## src/rtl/pstrobe_pkg.sv

```systemverilog
package pstrobe_pkg;
    localparam int DLY_W = 4;
    localparam int MOD_W = 2;
    localparam int CFG_W = 3 * DLY_W + MOD_W;

    typedef enum logic [1:0] {
        ST_IDLE  = 2'd0,
        ST_COUNT = 2'd1,
        ST_HOLD  = 2'd2
    } line_state_t;

    typedef enum logic [1:0] {
        MS_IDLE = 2'd0,
        MS_LOW  = 2'd1,
        MS_HIGH = 2'd2
    } mod_state_t;

    typedef struct packed {
        logic [MOD_W-1:0] mod_hold;
        logic [DLY_W-1:0] ps_dly;
        logic [DLY_W-1:0] rev_dly;
        logic [DLY_W-1:0] lp_dly;
    } timing_cfg_t;
endpackage

```

## src/rtl/pstrobe_sync.sv

```systemverilog
module pstrobe_sync #(
    parameter int   STAGES  = 2,
    parameter logic RST_VAL = 1'b0
) (
    input  logic clk,
    input  logic rst_n,
    input  logic d,
    output logic q
);
    logic [STAGES-1:0] chain;

    for (genvar g = 0; g < STAGES; g++) begin : g_stage
        always_ff @(posedge clk or negedge rst_n) begin
            if (!rst_n) begin
                chain[g] <= RST_VAL;
            end else if (g == 0) begin
                chain[g] <= d;
            end else begin
                chain[g] <= chain[(g == 0) ? 0 : g-1];
            end
        end
    end

    assign q = chain[STAGES-1];
endmodule

```

## src/rtl/pstrobe_reg.sv

```systemverilog
module pstrobe_reg
    import pstrobe_pkg::*;
(
    input  logic        clk,
    input  logic        rst_n,
    input  logic        wr,
    input  logic [31:0] wdata,
    output timing_cfg_t cfg,
    output logic [31:0] rdata
);
    localparam logic [MOD_W-1:0] MOD_RST = 1;

    logic unused_rsv;
    assign unused_rsv = ^wdata[31:CFG_W];

    always_ff @(posedge clk or negedge rst_n) begin
        if (!rst_n) begin
            cfg          <= '0;
            cfg.mod_hold <= MOD_RST;
        end else if (wr) begin
            cfg <= timing_cfg_t'(wdata[CFG_W-1:0]);
        end
    end

    assign rdata = {{(32-CFG_W){1'b0}}, cfg};
endmodule

```

## src/rtl/pstrobe_line_fsm.sv

```systemverilog
module pstrobe_line_fsm
    import pstrobe_pkg::*;
#(
    parameter int MIN_CLOCKS = 3
) (
    input  logic        clk,
    input  logic        rst_n,
    input  logic        hs_fall,
    input  logic        hs_rise,
    input  timing_cfg_t cfg,
    output line_state_t state,
    output logic        ps_o,
    output logic        cls_o,
    output logic        rev_o,
    output logic        lp_o
);
    localparam logic [DLY_W-1:0] MIN_FIELD = DLY_W'(MIN_CLOCKS - 1);

    line_state_t      state_nx;
    logic [DLY_W-1:0] elapsed;
    logic [DLY_W-1:0] lp_snap, rev_snap, ps_snap, last_snap;

    function automatic logic [DLY_W-1:0] eff(input logic [DLY_W-1:0] f);
        return (f < MIN_FIELD) ? MIN_FIELD : f;
    endfunction

    always_comb begin
        last_snap = lp_snap;
        if (rev_snap > last_snap) last_snap = rev_snap;
        if (ps_snap > last_snap)  last_snap = ps_snap;
    end

    always_ff @(posedge clk or negedge rst_n) begin
        if (!rst_n) state <= ST_IDLE;
        else        state <= state_nx;
    end

    always_comb begin
        state_nx = state;
        unique case (state)
            ST_IDLE:  if (hs_fall) state_nx = ST_COUNT;
            ST_COUNT: begin
                if (hs_rise)                     state_nx = ST_IDLE;
                else if (elapsed == last_snap)   state_nx = ST_HOLD;
            end
            ST_HOLD:  if (hs_rise) state_nx = ST_IDLE;
            default:  state_nx = ST_IDLE;
        endcase
    end

    always_ff @(posedge clk or negedge rst_n) begin
        if (!rst_n) begin
            ps_o     <= 1'b1;
            cls_o    <= 1'b0;
            rev_o    <= 1'b0;
            lp_o     <= 1'b0;
            elapsed  <= '0;
            lp_snap  <= MIN_FIELD;
            rev_snap <= MIN_FIELD;
            ps_snap  <= MIN_FIELD;
        end else begin
            if (hs_fall) begin
                elapsed  <= DLY_W'(1);
                lp_snap  <= eff(cfg.lp_dly);
                rev_snap <= eff(cfg.rev_dly);
                ps_snap  <= eff(cfg.ps_dly);
            end else if (state == ST_COUNT && !hs_rise) begin
                elapsed <= elapsed + 1'b1;
                if (elapsed == lp_snap) lp_o <= 1'b1;
                if (elapsed == rev_snap) rev_o <= ~rev_o;
                if (elapsed == ps_snap) begin
                    ps_o  <= 1'b0;
                    cls_o <= 1'b1;
                end
            end
            if (hs_rise) begin
                lp_o  <= 1'b0;
                ps_o  <= 1'b1;
                cls_o <= 1'b0;
            end
        end
    end
endmodule

```

## src/rtl/pstrobe_mod_ctrl.sv

```systemverilog
module pstrobe_mod_ctrl
    import pstrobe_pkg::*;
(
    input  logic             clk,
    input  logic             rst_n,
    input  logic             start,
    input  logic             sps_rise,
    input  logic [MOD_W-1:0] hold_field,
    output mod_state_t       state,
    output logic             mod_o
);
    mod_state_t       state_nx;
    logic [MOD_W-1:0] seen;
    logic [MOD_W-1:0] hold_snap;

    always_ff @(posedge clk or negedge rst_n) begin
        if (!rst_n) state <= MS_IDLE;
        else        state <= state_nx;
    end

    always_comb begin
        state_nx = state;
        unique case (state)
            MS_IDLE: if (start) state_nx = MS_LOW;
            MS_LOW: begin
                if (start)                              state_nx = MS_LOW;
                else if (sps_rise && seen == hold_snap) state_nx = MS_HIGH;
            end
            MS_HIGH: if (start) state_nx = MS_LOW;
            default: state_nx = MS_IDLE;
        endcase
    end

    always_ff @(posedge clk or negedge rst_n) begin
        if (!rst_n) begin
            mod_o     <= 1'b0;
            seen      <= '0;
            hold_snap <= '0;
        end else begin
            mod_o <= (state_nx == MS_HIGH);
            if (start) begin
                seen      <= '0;
                hold_snap <= hold_field;
            end else if (state == MS_LOW && sps_rise) begin
                seen <= seen + 1'b1;
            end
        end
    end
endmodule

```

## src/rtl/panel_strobe_gen.sv

```systemverilog
module panel_strobe_gen
    import pstrobe_pkg::*;
#(
    parameter int SYNC_STAGES = 2,
    parameter int MIN_CLOCKS  = 3
) (
    input  logic        clk,
    input  logic        rst_n,
    input  logic        reg_wr,
    input  logic [31:0] reg_wdata,
    output logic [31:0] reg_rdata,
    input  logic        hsync_i,
    input  logic        sps_i,
    output logic        ps_o,
    output logic        cls_o,
    output logic        rev_o,
    output logic        lp_o,
    output logic        mod_o
);
    timing_cfg_t cfg;
    line_state_t line_state;
    mod_state_t  mod_state;
    logic        hs_sync, sps_sync, hs_prev, sps_prev;
    logic        hs_fall, hs_rise, sps_rise;

    pstrobe_sync #(.STAGES(SYNC_STAGES), .RST_VAL(1'b1)) u_hs_sync (
        .clk(clk), .rst_n(rst_n), .d(hsync_i), .q(hs_sync));

    pstrobe_sync #(.STAGES(SYNC_STAGES), .RST_VAL(1'b0)) u_sps_sync (
        .clk(clk), .rst_n(rst_n), .d(sps_i), .q(sps_sync));

    always_ff @(posedge clk or negedge rst_n) begin
        if (!rst_n) begin
            hs_prev  <= 1'b1;
            sps_prev <= 1'b0;
        end else begin
            hs_prev  <= hs_sync;
            sps_prev <= sps_sync;
        end
    end

    assign hs_fall  = hs_prev & ~hs_sync;
    assign hs_rise  = ~hs_prev & hs_sync;
    assign sps_rise = ~sps_prev & sps_sync;

    pstrobe_reg u_reg (
        .clk(clk), .rst_n(rst_n), .wr(reg_wr), .wdata(reg_wdata),
        .cfg(cfg), .rdata(reg_rdata));

    pstrobe_line_fsm #(.MIN_CLOCKS(MIN_CLOCKS)) u_line (
        .clk(clk), .rst_n(rst_n), .hs_fall(hs_fall), .hs_rise(hs_rise),
        .cfg(cfg), .state(line_state), .ps_o(ps_o), .cls_o(cls_o),
        .rev_o(rev_o), .lp_o(lp_o));

    pstrobe_mod_ctrl u_mod (
        .clk(clk), .rst_n(rst_n), .start(hs_fall), .sps_rise(sps_rise),
        .hold_field(cfg.mod_hold), .state(mod_state), .mod_o(mod_o));
endmodule

```

## config.mk

```make
export PLATFORM = sky130hd
export DESIGN_NAME = panel_strobe_gen
export DESIGN_NICKNAME = d
export VERILOG_FILES = /design/src/rtl/pstrobe_pkg.sv /design/src/rtl/pstrobe_sync.sv /design/src/rtl/pstrobe_reg.sv /design/src/rtl/pstrobe_line_fsm.sv /design/src/rtl/pstrobe_mod_ctrl.sv /design/src/rtl/panel_strobe_gen.sv
export SDC_FILE = /design/constraint.sdc
export NUM_CORES = 1
export LEC_CHECK = 0
export BUFFER_PORTS_ARGS = -buffer_cell sky130_fd_sc_hd__buf_4
export CORE_MARGIN = 2
export CORE_UTILIZATION = 30
export DETAILED_ROUTE_END_ITERATION = 7
export SYNTH_ARGS = -nofsm -noshare
export SYNTH_HDL_FRONTEND = slang
export SYNTH_SLANG_ARGS = --single-unit
```

## constraint.sdc

```tcl
create_clock -name clk -period 4.2 [get_ports clk]
set_input_delay 0.42 -clock clk [delete_from_list [all_inputs] [get_ports clk]]
set_output_delay 0.42 -clock clk [all_outputs]
set_load 0.03 [all_outputs]
```

# Word level (Yosys, flattened, before mapping)
# Cells that the tools add are included.
# op_classes
add_sub_neg	2
magnitude_cmp	5
eq_ne	14
mux	30
n_bitwise	8
reduce_logical	16
# op_table
cell	count
$mux 4	7
$mux 2	9
$eq 4x4->1	4
$lt 4x2->1 const B	3
$mux 1	12
$reduce_and 3->1	4
$reduce_bool 2->1	5
$gt 4x4->1	2
$eq 2x2->1 const B	3
$pmux 2 s3	1
$not 1->1	5
$add 4x1->4 const B	1
$eq 2x1->1 const B	2
$logic_not 2->1	2
$ne 2x1->1 const B	2
$pmux 2 s2	1
$and 1x1->1	3
$logic_and 1x1->1	3
$ne 3x1->1 const B	1
$add 2x1->2 const B	1
$eq 2x2->1	1
$ne 2x2->1 const B	1
$reduce_or 2->1	1
$logic_not 1->1	1
# totals
ff_bits	49
inputBits	37
word_cells	98

# Logic depth before layout (Yosys ltp)
# logic_depth
ltp_word	8
depth_mapped	14

# Hierarchy
# From an unflattened synthesis, not the netlist that was laid out.
# hier_totals
cells_unflattened	232
area_unflattened_um2	2632.5
# modules_own_cells
mod	instances	cells_each	area_per_inst_um2	seq_area_each_um2
pstrobe_line_fsm	1	136	1376.3	555.5
pstrobe_reg	1	62	764.5	351.6
pstrobe_mod_ctrl	1	25	316.6	175.2
panel_strobe_gen	1	5	72.6	51.3
pstrobe_sync (u_hs_sync)	1	2	52.6	52.6
pstrobe_sync (u_sps_sync)	1	2	50.0	50.0

# Worst setup path before layout
# OpenSTA, ideal clock, no wires.
# synth_path
path_kind	register -> register
start	register u_line.lp_snap[1]
end	register u_line.state[0]
setup_ns	0.121
t_arrival_ns	2.961
slack_ns	1.118
stages_incl_launch_ff	15
path_buffers	0
synth_period_minus_slack_ns	3.082
path_cell_list	dfstp_2 > inv_1 > ha_1 > nand2b_1 > a21oi_4 > or3_1 > and3_1 > ha_1 > nor2b_1 > o211ai_1 > a21o_2 > a41o_1 > xor2_1 > and4_1 > nor3_2
# synth_via
elab_chain_len	7
# synth_lines
item	line_no	rtl
start, declared	pstrobe_line_fsm.sv:21	logic [DLY_W-1:0] lp_snap, rev_snap, ps_snap, last_snap;
start signal, assigned	pstrobe_line_fsm.sv:64	lp_snap <= eff(cfg.lp_dly);
$gt 4x4->1	pstrobe_line_fsm.sv:29	if (rev_snap > last_snap) last_snap = rev_snap;
$mux 4 *	pstrobe_line_fsm.sv:29	
$gt 4x4->1	pstrobe_line_fsm.sv:30	if (ps_snap > last_snap) last_snap = ps_snap;
$mux 4 *	pstrobe_line_fsm.sv:30	
$eq 4x4->1 *	pstrobe_line_fsm.sv:44	else if (elapsed == last_snap) state_nx = ST_HOLD;
$ne 3x1->1 (no source line) *	-	
$reduce_and 3->1 (no source line) *	-	
end signal, assigned	pstrobe_line_fsm.sv:35	else state <= state_nx;
end, declared	pstrobe_line_fsm.sv:11	output line_state_t state,
# Mark *: on every way between the ends. The rest lies on a longest branch, timed or not.
# A chain may end at the register's enable or synchronous reset.

# Final worst setup path
# Same ends and word-level chain as after synthesis.

==> results.json <==
{
  "peakVddDrop_uv": 251,
  "crit_path_top_delay_cell": "dfstp_2",
  "yosys_warnings": 0,
  "netSwitchingFraction": 0.399,
  "io_pins": 74,
  "timing_max_transition_violations_final": 0,
  "leakagePower_nw": 1.38,
  "core_area_sq_um": 8680,
  "synth.yosys.seq_area_share": 0.464,
  "maxCapViolations": 0,
  "grt_max_degree": 50,
  "synth-seq-cells": 49,
  "first_pass_iters": 4,
  "number_of_global_route_vias_before_repair": 1885,
  "synth_area_sq_um": 2660,
  "post_synth_num_cell_types": 48,
  "area_delta_synth_final_pct": 14.5,
  "synth-main-ff-cell": "dfrtp_1",
  "vias": 1905,
  "stdcell_count": 403,
  "synth_area_per_cell_sq_um": 10.3,
  "synth-async-reset-ratio": 1.00,
  "drt_wl_total_mm": 5.12,
  "drcViolationCount": 0,
  "placed_cells": 395,
  "grt_pass1_wl_mm": 8.93,
  "worstSetupEndpointType": "flop",
  "final_nets": 340,
  "final-hold-violation-count": 0,
  "commonest_non_fill_non_tap_cell_in_the_layout": "dfrtp_1",
  "chipWidth_um": 98.2,
  "floorplan.die_area_sq_um": 9650,
  "route.detailed.vias_per_inst": 4.73,
  "cellInternalPower_mw": 1.01,
  "cts.htree.levels": 2,
  "cp_cell_sequence": "inv_1 -> ha_1 -> nand2b_1 -> a21oi_4 -> or3_1 -> and3_1 -> ha_1 -> nor2b_1 -> o211ai_1 -> a211oi_1 -> a41o_1 -> xor2_1 -> and4_1 -> nor3_2",
  "cts_post_setup_buffers_inserted": 0,
  "finalCoreUtilization": 0.351,
  "routed_wire_length_per_instance_um": 12.7,
  "power.net_switching_uw": 668,
  "period_share": 0.806,
  "rows": 34,
  "combinationalPowerShare": 0.414,
  "timing.critical_path.arrival_ns": 3.61,
  "ant_nets": 0,
  "pwr-share-clk": 0.162,
  "finalPower_mw": 1.67,
  "grt_antenna_before_repair": 0,
  "finalWorstPathRequiredPeriod_ns": 3.39,
  "place_worst_setup_slack_ns": 0.839,
  "clk_pin_slew_ns": 0.09,
  "antenna_diodes": 0,
  "critical-path-max-stage-delay_ns": 0.57,
  "finalHoldWorstSlack_ns": 0.130,
  "place_hpwl_mm": 3.72,
  "worst_slew_pin_slew_ns": 0.607,
  "worst_skew_pair.late_latency_ns": 0.29,
  "clock-skew-final_ns": 0.00738,
  "setup.worst_path.start_class": "flop",
  "clock_tree.buffer_depth": 2,
  "hold_bufs_at_cts": 0,
  "layout_common_cells": "41 x dfrtp_1, 38 x buf_4, 30 x nand2_1",
  "clockRootBuffer": "clkbuf_8",
  "max_slew_margin": 0.595,
  "power.density_nw_per_um2": 549,
  "power.share.sequential": 0.424,
  "cts_tree": "yes",
  "place.gp.congestion": 0.789,
  "setup_viol": 0,
  "most_frequent_cell_on_critical_path": "ha_1",
  "crit_type": "reg -> reg",
  "dieHeight_um": 98.2,
  "post_route_cells_drive_above_1_share": 0.247,
  "detailedRoute.firstIterationViolations": 72,
  "groute.usage.overall": 0.111,
  "cts_num_sinks": 49,
  "status": "completed",
  "post_cts_resized": 0,
  "setup_ws_ns": 0.813,
  "worst_hold_path_class": "in -> async",
  "rsz0062_at_grt": "false",
  "netlist_instances": 259,
  "grt_remaining_overflow": 0,
  "initial_utilization": 0.307,
  "max_fanout_on_critical_path": 9,
  "fin_setup_tns_ns": 0,
  "detailed_place.area_sq_um": 2970,
  "final_instance_area_sq_um": 3050,
  "maxClockFrequency_ghz": 0.295,
  "count_of_flip_flops_with_a_built_in_enable_after_synthesis": 0,
  "numCtsBuffers": 5,
  "port-buffer-count": 37,
  "cp.required_ns": 4.42
}
-- flip-flops by register name, indices dropped and copies added (netlist names), 2 cells and up --
signal           cells
u_line.state         2
u_line.rev_snap      4
u_line.lp_snap       4
u_reg.cfg           14
u_mod.state          2
u_mod.hold_snap      2
u_mod.seen           2
u_line.ps_snap       4
u_line.elapsed       4
-- path summary, 6_finish.rpt --
| check | cells past startpoint | endpoint | startpoint | slack (ns) |
|---|---|---|---|---|
| setup / recovery | 14 | u_line.state[0]$_DFFE_PN0P_ | u_line.lp_snap[1]$_DFFE_PN1P_ | 0.81 |
| hold / removal | 1 | u_line.rev_o$_DFFE_PN0P_ | rst_n | 0.13 |
| setup reg to reg | 14 | u_line.state[0]$_DFFE_PN0P_ | u_line.lp_snap[1]$_DFFE_PN1P_ | 0.81 |
| hold reg to reg | 0 | u_sps_sync.q$_DFF_PN0_ | u_sps_sync.chain[0]$_DFF_PN0_ | 0.35 |
| max in group asynchronous | 1 | u_reg.cfg[10]$_DFFE_PN0P_ | rst_n | 3.65 |
| min in group clk | 1 | u_hs_sync.chain[0]$_DFF_PN1_ | hsync_i | 0.23 |
-- layout make-up --
class                   count  area, sq um
clock buffers               7         76.3
clock inverters             1         7.51
fillers                   905         5630
inverters                   8         30.0
multi-input cells         192         1280
flip-flops and latches     49         1240
well taps                 108          135
repair buffers             38          285
-- worst max-delay path: cells and delay by family, from the launching register on --
family | cells | cell delay [ns]
fa+ha+maj | 2 | 0.60
buf+inv | 1 | 0.08
flops | 1 | 0.57
simple gates | 6 | 1.14
compound gates | 4 | 0.76
xor+xnor | 1 | 0.15
-- kinds of logic (layout without fill, tap and decap cells) --
kind of cell | Yosys count | in the layout | share of synthesized area
compound gates | 48 | 48 | 0.126
fa+ha+maj | 9 | 9 | 0.0423
other cells | 1 | 18 | 0.00141
buf+inv | 35 | 54 | 0.0794
mux | 17 | 17 | 0.0705
xor+xnor | 20 | 20 | 0.0658
flops | 49 | 49 | 0.464
simple gates | 80 | 80 | 0.150
-- cell usage after synthesis (3+ instances only) --
cell type  instances  share of area
xnor2_1           10          0.033
buf_4             19          0.054
and4_1             3         0.0099
ha_1               9          0.042
clkbuf_1           6         0.0085
dfstp_2            8          0.079
inv_1              8          0.011
nand4_1            3         0.0070
nand2_1           30          0.042
nand2b_1           5          0.012
dfrtp_1           41           0.39
nand3_1            3         0.0056
xor2_1            10          0.033
nor2b_1            4         0.0094
o311ai_0           3         0.0099
a21oi_1           11          0.021
o211ai_1           3         0.0085
o21ai_0           10          0.019
nor2_1            19          0.027
mux2_2            14          0.059
mux2i_1            3          0.011
a211oi_1           3         0.0085
-- power by group through the flow --
stage | logic [mW] | clock network, mW | registers, mW
after global placement | 0.678 | 0 | 0.718
after CTS | 0.698 | 0.284 | 0.712
final | 0.693 | 0.272 | 0.710
after global routing | 0.784 | 0.298 | 0.732
after detailed placement | 0.694 | 0 | 0.721
after floorplan | 0.533 | 0 | 0.721
-- routing by layer --
layer,up-vias,GRT usage,share of wire
met2,58,0.183,0.46
met3,4,0.0222,0.049
met5,-,0,0
met1,903,0.151,0.48
li1,940,-,-
met4,0,0.0242,0.0082
Note: power is estimated with default switching activity, not from simulation.
